<file path="src/rtl/irqCtrlPkg.sv">
package irqCtrlPkg;

  // Strobes the control half hands to the datapath each cycle
  typedef struct packed {
    logic fire;   // present the winning source to the core this cycle
    logic clear;  // drop the pending bit named by the acknowledge index
  } ctrlStrobes_t;

  typedef enum logic {
    ST_IDLE     = 1'b0,
    ST_WAIT_ACK = 1'b1
  } ctrlState_t;

endpackage

</file>
<file path="src/rtl/irqCtrlDatapath.sv">
module irqCtrlDatapath
  import irqCtrlPkg::*;
#(
  parameter int NUM_SRC = 4,
  parameter int ADDR_W  = 16,
  parameter logic [NUM_SRC-1:0][ADDR_W-1:0] VEC_TABLE = '0,
  localparam int IDX_W = (NUM_SRC > 1) ? $clog2(NUM_SRC) : 1
) (
  input  logic               clk,
  input  logic               rst,
  input  logic [NUM_SRC-1:0] irqReq,
  input  logic [IDX_W-1:0]   ackId,
  input  ctrlStrobes_t       strobes,
  output logic               anyPending,
  output logic [IDX_W-1:0]   intId,
  output logic [ADDR_W-1:0]  intVector
);

  logic [NUM_SRC-1:0] reqPrev;
  logic [NUM_SRC-1:0] pending;
  logic [NUM_SRC-1:0] reqRise;
  logic [IDX_W-1:0]   winId;
  logic               winFound;

  assign reqRise = irqReq & ~reqPrev;

  always_ff @(posedge clk) begin
    if (rst) reqPrev <= '0;
    else     reqPrev <= irqReq;
  end

  // One pending flop per source; a fresh edge outranks a same-cycle clear
  for (genvar g = 0; g < NUM_SRC; g++) begin : gPend
    logic ackHit;
    assign ackHit = strobes.clear && (ackId == IDX_W'(g));
    always_ff @(posedge clk) begin
      if (rst)             pending[g] <= 1'b0;
      else if (reqRise[g]) pending[g] <= 1'b1;
      else if (ackHit)     pending[g] <= 1'b0;
    end
  end

  // Fixed priority: lowest index wins
  always_comb begin
    winId    = '0;
    winFound = 1'b0;
    for (int i = 0; i < NUM_SRC; i++) begin
      if (pending[i] && !winFound) begin
        winId    = IDX_W'(i);
        winFound = 1'b1;
      end
    end
  end

  assign anyPending = winFound;

  always_comb begin
    intId     = '0;
    intVector = '0;
    if (strobes.fire) begin
      intId     = winId;
      intVector = {VEC_TABLE[winId][ADDR_W-1:1], 1'b0};
    end
  end

endmodule

</file>
<file path="src/rtl/irqCtrlControl.sv">
module irqCtrlControl
  import irqCtrlPkg::*;
(
  input  logic         clk,
  input  logic         rst,
  input  logic         globalEn,
  input  logic         instrDone,
  input  logic         ackValid,
  input  logic         anyPending,
  output ctrlStrobes_t strobes,
  output logic         intReq
);

  ctrlState_t state;
  ctrlState_t stateNext;
  logic       fire;

  // Entry only at an instruction boundary, when enabled, and not awaiting ack
  assign fire = (state == ST_IDLE) && instrDone && globalEn && anyPending;

  always_comb begin
    stateNext = state;
    case (state)
      ST_IDLE:     if (fire)     stateNext = ST_WAIT_ACK;
      ST_WAIT_ACK: if (ackValid) stateNext = ST_IDLE;
      default:                   stateNext = ST_IDLE;
    endcase
  end

  always_ff @(posedge clk) begin
    if (rst) state <= ST_IDLE;
    else     state <= stateNext;
  end

  assign strobes.fire  = fire;
  assign strobes.clear = ackValid;
  assign intReq        = fire;

endmodule

</file>
<file path="src/rtl/irqVecCtrl.sv">
module irqVecCtrl
  import irqCtrlPkg::*;
#(
  parameter int NUM_SRC = 4,
  parameter int ADDR_W  = 16,
  parameter logic [NUM_SRC-1:0][ADDR_W-1:0] VEC_TABLE =
    '{16'hF040, 16'hF030, 16'hF020, 16'hF010},
  localparam int IDX_W = (NUM_SRC > 1) ? $clog2(NUM_SRC) : 1
) (
  input  logic               clk,
  input  logic               rst,
  input  logic [NUM_SRC-1:0] irqReq,
  input  logic               globalEn,
  input  logic               instrDone,
  input  logic               ackValid,
  input  logic [IDX_W-1:0]   ackId,
  output logic               intReq,
  output logic [IDX_W-1:0]   intId,
  output logic [ADDR_W-1:0]  intVector
);

  ctrlStrobes_t strobes;
  logic         anyPending;

  irqCtrlControl u_ctrl (
    .clk        (clk),
    .rst        (rst),
    .globalEn   (globalEn),
    .instrDone  (instrDone),
    .ackValid   (ackValid),
    .anyPending (anyPending),
    .strobes    (strobes),
    .intReq     (intReq)
  );

  irqCtrlDatapath #(
    .NUM_SRC   (NUM_SRC),
    .ADDR_W    (ADDR_W),
    .VEC_TABLE (VEC_TABLE)
  ) u_dp (
    .clk        (clk),
    .rst        (rst),
    .irqReq     (irqReq),
    .ackId      (ackId),
    .strobes    (strobes),
    .anyPending (anyPending),
    .intId      (intId),
    .intVector  (intVector)
  );

endmodule

</file>
<file path="config.mk">
export PLATFORM = sky130hd
export DESIGN_NAME = irqVecCtrl
export DESIGN_NICKNAME = d
export VERILOG_FILES = /design/src/rtl/irqCtrlPkg.sv /design/src/rtl/irqCtrlDatapath.sv /design/src/rtl/irqCtrlControl.sv /design/src/rtl/irqVecCtrl.sv
export SDC_FILE = /design/constraint.sdc
export NUM_CORES = 1
export LEC_CHECK = 0
export CAP_MARGIN = 5
export CORE_MARGIN = 3
export CORE_UTILIZATION = 32
export CTS_CLUSTER_SIZE = 14
export DETAILED_ROUTE_END_ITERATION = 8
export PLACE_DENSITY = 0.74
export SKIP_LAST_GASP = 1
export SLEW_MARGIN = 15
export SYNTH_ARGS = -nofsm -noshare
export SYNTH_HDL_FRONTEND = slang
export SYNTH_SLANG_ARGS = --single-unit
export TNS_END_PERCENT = 20
</file>
<file path="constraint.sdc">
create_clock -name clk -period 1 [get_ports clk]
set_input_delay 0.15 -clock clk [delete_from_list [all_inputs] [get_ports clk]]
set_output_delay 0.15 -clock clk [all_outputs]
set_load 0.005 [all_outputs]
</file>
# ---- Word-level counts from Yosys, hierarchy flattened
# Index checks and enable logic that the tools add are counted.
dict set report word_totals {
  ff_bits 9
  inputBits 11
  out_inout_bits 19
  wordCells 53
}
dict set report op_classes {
  magnitude_cmp 1
  n_eq_ne 3
  n_mux 22
  n_bitwise 3
  n_reduce_logical 18
}
# operator n
set ops {}
lappend ops {{16-bit binary-select mux with 2-bit select} 1}
lappend ops {{16-bit two-way mux} 2}
lappend ops {{1-bit two-way mux} 15}
lappend ops {{1-bit logical AND} 10}
lappend ops {{2-bit nonzero test} 4}
lappend ops {{2-bit two-way mux} 3}
lappend ops {{4-bit bitwise AND} 1}
lappend ops {{2-bit == test, second input constant} 2}
lappend ops {{4-bit inverter} 1}
lappend ops {{1-bit logical NOT} 3}
lappend ops {{2-bit by 3-bit < comparator with 1-bit output, second input constant} 1}
lappend ops {{2-bit by 1-bit == test with 1-bit output, second input constant} 1}
lappend ops {{2-bit logical NOT} 1}
lappend ops {{1-bit one-hot mux with 2 select lines} 1}
lappend ops {{1-bit inverter} 1}

# ---- Logic depth before layout (Yosys ltp)
dict set report depth {
  ltp_word 13
  mapped_depth 3
  mapped_depth_nobuf 3
}

# ---- By module
# A second synthesis with hierarchy kept.
dict set report unflattened {
  hier_cells 61
  area_unflattened_um2 525.5
}
# mod instances cells_per_inst area_each_um2 seq_area_each_um2
set by_module_without_submodules {}
lappend by_module_without_submodules {irqCtrlDatapath 1 54 447.9 160.2}
lappend by_module_without_submodules {irqCtrlControl 1 7 77.6 20.0}

# ---- Worst setup path after synthesis
# Ideal clock, no wire load.
dict set report synth_path {
  path_type {register -> output}
  startpoint {register u_dp.pending[3]}
  endpoint {output intVector[12]}
  arrival_ps 903
  required_time_ps 850
  setup_slack_ps -53
  stages_incl_launch_ff 4
  n_path_buf 1
  cell_sequence {dfxtp_1 -> nor4_2 -> nor2_1 -> buf_4}
}
dict set report synth_via {
  word_cells_on_any_way 7
  classes_between {5 x mux; 2 x reduce/logical}
}
# element line
set synth_rtl {}
lappend synth_rtl {{start, declared} irqCtrlDatapath.sv:20} ;# logic [NUM_SRC-1:0] pending;
lappend synth_rtl {{start signal, assigned by index} irqCtrlDatapath.sv:37} ;# if (rst) pending[g] <= 1'b0;
lappend synth_rtl {{start signal, assigned by index} irqCtrlDatapath.sv:38} ;# else if (reqRise[g]) pending[g] <= 1'b1;
lappend synth_rtl {{start signal, assigned by index} irqCtrlDatapath.sv:39} ;# else if (ackHit) pending[g] <= 1'b0;
lappend synth_rtl {{1-bit logical AND} irqCtrlDatapath.sv:48} ;# if (pending[i] && !winFound) begin
lappend synth_rtl {{1-bit two-way mux} irqCtrlDatapath.sv:48}
lappend synth_rtl {{1-bit logical AND} irqCtrlControl.sv:19} ;# assign fire = (state == ST_IDLE) && instrDone && globalEn && anyPending;
lappend synth_rtl {{net intReq} irqVecCtrl.sv:17} ;# output logic intReq,
lappend synth_rtl {{16-bit two-way mux} irqCtrlDatapath.sv:60} ;# if (strobes.fire) begin
lappend synth_rtl {{end, declared} irqVecCtrl.sv:19} ;# output logic [ADDR_W-1:0] intVector
# The timed path passes the listed nets, and every way through them passes these cells. The select of a mux whose other input is x is not followed.

# ---- Final worst setup path
dict set report layout_path {
  startpoint {register u_ctrl.state}
  endpoint {output intId[1]}
}
dict set report layout_via {
  elab_chain_cells 5
}
# element line
set layout_lines {}
lappend layout_lines {{start, declared} irqCtrlControl.sv:14} ;# ctrlState_t state;
lappend layout_lines {{start signal, assigned} irqCtrlControl.sv:32} ;# else state <= stateNext;
lappend layout_lines {{1-bit inverter} irqCtrlControl.sv:19}
lappend layout_lines {{1-bit logical AND (3 in series)} irqCtrlControl.sv:19}
lappend layout_lines {{2-bit two-way mux} irqCtrlDatapath.sv:60}
lappend layout_lines {{end, declared} irqVecCtrl.sv:18} ;# output logic [IDX_W-1:0] intId,
# Every way passes these cells.

==> results <==
routing by layer:
metal	part of all wire	wire length, um	vias up
met3	0.15	145	4
met5	0	0	-
met4	0.029	28	0
met2	0.44	426	28
met1	0.38	367	190
li1	-	-	233
worst register-to-register path: stages (launching register included):
cell	delay (ns)
dfxtp_4	0.36
nor4_4	0.34
buf_4	0.17
buf_4	0.09
a2bb2oi_1	0.14
nor2_1	0.05
cell usage after synthesis:
master,number
nand3_1,1
or2_4,1
or2b_1,1
nor2_1,9
nor4_2,1
a21oi_1,6
nand2b_1,2
inv_1,2
clkbuf_1,1
dfxtp_1,9
a2bb2oi_1,1
nor2b_1,6
o31ai_1,1
nand3b_4,1
nor3_2,1
conb_1,1
nand2_1,2
buf_4,13
nand3b_1,1
o21ai_0,1
stage by stage:
stage                     hold WS, ns  utilization   TNS, ns  power [uW]
after global placement          0.468        0.525     -8.02         636
final                           0.462        0.531     -3.51         905
after floorplan                 0.278            -  -0.00449         543
after CTS                       0.453        0.523     -4.33         918
after detailed placement        0.479        0.525     -8.33         642
after global routing            0.468        0.531     -4.24         968
sequential cells by signal (all words and copies together) (netlist names):
signal	cells
u_dp.pending	4
u_dp.reqPrev	4
u_ctrl.state	1
report_power, final:
group | internal [uW] | switching (uW) | leakage (uW) | total, uW
Combinational | 134 | 89.5 | 0.000271 | 223
Sequential | 383 | 20.6 | 0.0000760 | 404
Clock | 154 | 124 | 0.0000150 | 277
Total | 671 | 234 | 0.000362 | 905
layout make-up:
| class | instances | area share |
|---|---|---|
| Sequential cell | 9 | 0.251 |
| Tap cell | 15 | 0.0253 |
| Clock buffer | 4 | 0.0354 |
| Timing Repair Buffer | 31 | 0.315 |
| Inverter | 2 | 0.0101 |
| Multi-Input combinational cell | 44 | 0.364 |
worst min-delay path by stage:
| stage | start | cells after the start | to |
|---|---|---|---|
| after floorplan | irqReq[0] | 1 | u_dp.reqPrev[0]$_SDFF_PP0_ |
| after global placement | u_dp.reqPrev[1]$_SDFF_PP0_ | 2 | u_dp.pending[1]$_SDFFE_PP0P_ |
| after detailed placement | u_dp.reqPrev[0]$_SDFF_PP0_ | 2 | u_dp.pending[0]$_SDFFE_PP0P_ |
| after CTS | irqReq[3] | 2 | u_dp.reqPrev[3]$_SDFF_PP0_ |
| after global routing | irqReq[2] | 2 | u_dp.reqPrev[2]$_SDFF_PP0_ |
| final | irqReq[3] | 2 | u_dp.reqPrev[3]$_SDFF_PP0_ |
kinds of logic after synthesis:
kind of cell / Yosys count / synth area share
AND/OR/NAND/NOR: 26 / 0.321
buffers and inverters: 16 / 0.215
AO/OA/AOI/OAI: 9 / 0.101
flip-flops: 9 / 0.356
other: 1 / 0.00740
repair_timing:
| action | in CTS | in global routing |
|---|---|---|
| pin swaps | 4 | 3 |
| setup buffers | 1 | 1 |
| gates resized for setup | 43 | 2 |
| setup endpoints to repair | 11 | 11 |
==> metrics.md <==
| Metric | Value |
|---|---|
| Critical Path End | intId[1] |
| Clock Root Buffer | clkbuf_4 |
| Floorplan row count | 13 |
| Final-report max-slew violation count | 0 |
| Cell family contributing the most delay on the critical path | simple AND/OR/NAND/NOR gates |
| Largest fanout on the critical path | 4 |
| Worst Reg-to-Reg Cells | 5 |
| Count of state elements after synthesis | 9 |
| Met2 usage | 0.187 |
| Ratio of cells with drive above 1 in the final layout | 0.367 |
| Area inside the core boundary | 1400 um2 |
| Maximum clock insertion buffer count | 2 |
| Share of the clock period used by the worst path | 1.40 |
| Post-route clock skew | 0.000505 ns |
| Initial DRC Count | 7 |
| Y dimension of the die | 45.8 um |
| Final Worst Setup Slack | -0.401 ns |
| Number of fillers in the final layout | 147 |
| Area of the multi-input gates | 270 um2 |
| Yosys warning total | 0 |
| CTS tree | done |
| Path type of the worst setup path | flop to output pin |
| Register area | 186 um2 |
| Power density over cell area | 1220 nW/um2 |
| Pre-CTS worst setup slack | -0.836 ns |
| Post-Synthesis Cells | 61 |
| Area after DPL | 734 um2 |
| Clock sink total | 9 |
| Antenna violations before repair | 0 |
| Largest stage delay, worst path | 0.31 ns |
| Highest-count cells in the layout ignoring fill and taps | 11 x buf_4, 9 x conb_1, 9 x buf_2 |
| GRT Util Overall | 0.111 |
| Starting density of the core | 0.362 |
| Vias post-DR | 455 |
| Critical path's slowest cell | dfxtp_1 |
| Number of endpoints with negative hold slack in the final report | 0 |
| Vias in the first global route | 402 |
| Post-route DRC | 0 |
| Cell area after technology mapping | 507 um2 |
| Number of nets in the layout | 102 |
| Required time of the critical path | 0.85 ns |
| Top post-synthesis cells by area | dfxtp_1 36%, buf_4 19%, nor2b_1 7.4% |
| Most used routing layer | met2 |
| Maximum clock frequency | 714 MHz |
| Port Buf Inserts | 20 |
| Full die area | 2100 um2 |
| R2r endpoint | u_ctrl.state$_SDFF_PP0_ |
| Number of diodes added for antenna fixing | 0 |
| Number of search-and-repair iterations in the first detailed-routing pass | 4 |
| Synth top area share | 0.356 |
| Setup repair after global routing missed its margin | true |
| CP Buf/Inv Count | 1 |
| Max_cap viols | 0 |
| Area growth from synthesis to final layout | 46.7% |
| Final-report setup violation count | 11 |
| RD Place Congestion | 0.736 |
| Largest net degree at the start of global routing | 10 |
| Category of the worst setup path launch point | flop |
| Worst hold path type | primary input to flop |
| Dpl cells | 99 |
| Post-DR wirelength/cell | 9.21 um |
| H-tree Lvls | 1 |
| GR met3 Demand/Resource | 0.0435 |
| Vias per cell | 4.33 |
| Most common cell after layout, fill and taps aside | buf_4 |
| Cells along the critical path | nand3b_4, or2_4, nor3_2, buf_2 |
| Run status | finished with violations |
| Worst Setup End Kind | output pin |
| VDD IR max | 0.724 mV |
| Final Non-Filler Cells | 105 |
| Wire length of the first global-routing pass | 1570 um |
| Leakage power summed over all cells | 0.000362 uW |
| Estimated wirelength of the detail-placed design | 780 um |
| Largest area contributor in the synthesized netlist | dfxtp_1 |
| Final ANT Viol Nets | 0 |
| Remaining global-route overflow | 0 |
| Final instance area | 743 um2 |
| Violations in the final reports | negative setup slack |
| Final routed wirelength across all metal layers | 967 um |
| Fraction of the yosys area taken by sequential cells | 0.356 |
| Startpoint of the most critical register-to-register path | u_dp.pending[1]$_SDFFE_PP0P_ |
| I/O pin count | 30 |
| Cell variety after synth | 20 |
| Post-layout minimum cycle time | 1.40 ns |
| Worst skew pair latency | 0.26 ns |
| Met1 Resource Use GR | 0.0998 |
| Die width | 45.8 um |
| Worst-path clk slew | 0.06 ns |
| Number of logic stages on the critical path including buffering | 4 |
| Worst reg-to-reg setup slack | -0.25 ns |
| Critical Path Source | u_ctrl.state$_SDFF_PP0_ |
| Number of buffers created by CTS | 3 |
| Signal arrival time at the worst endpoint | 1.25 ns |
| Total of hold buffers inserted after clock tree synthesis | 0 |
| Mean post-synth cell area | 8.31 um2 |
Note: power is estimated with default switching activity, not from simulation.
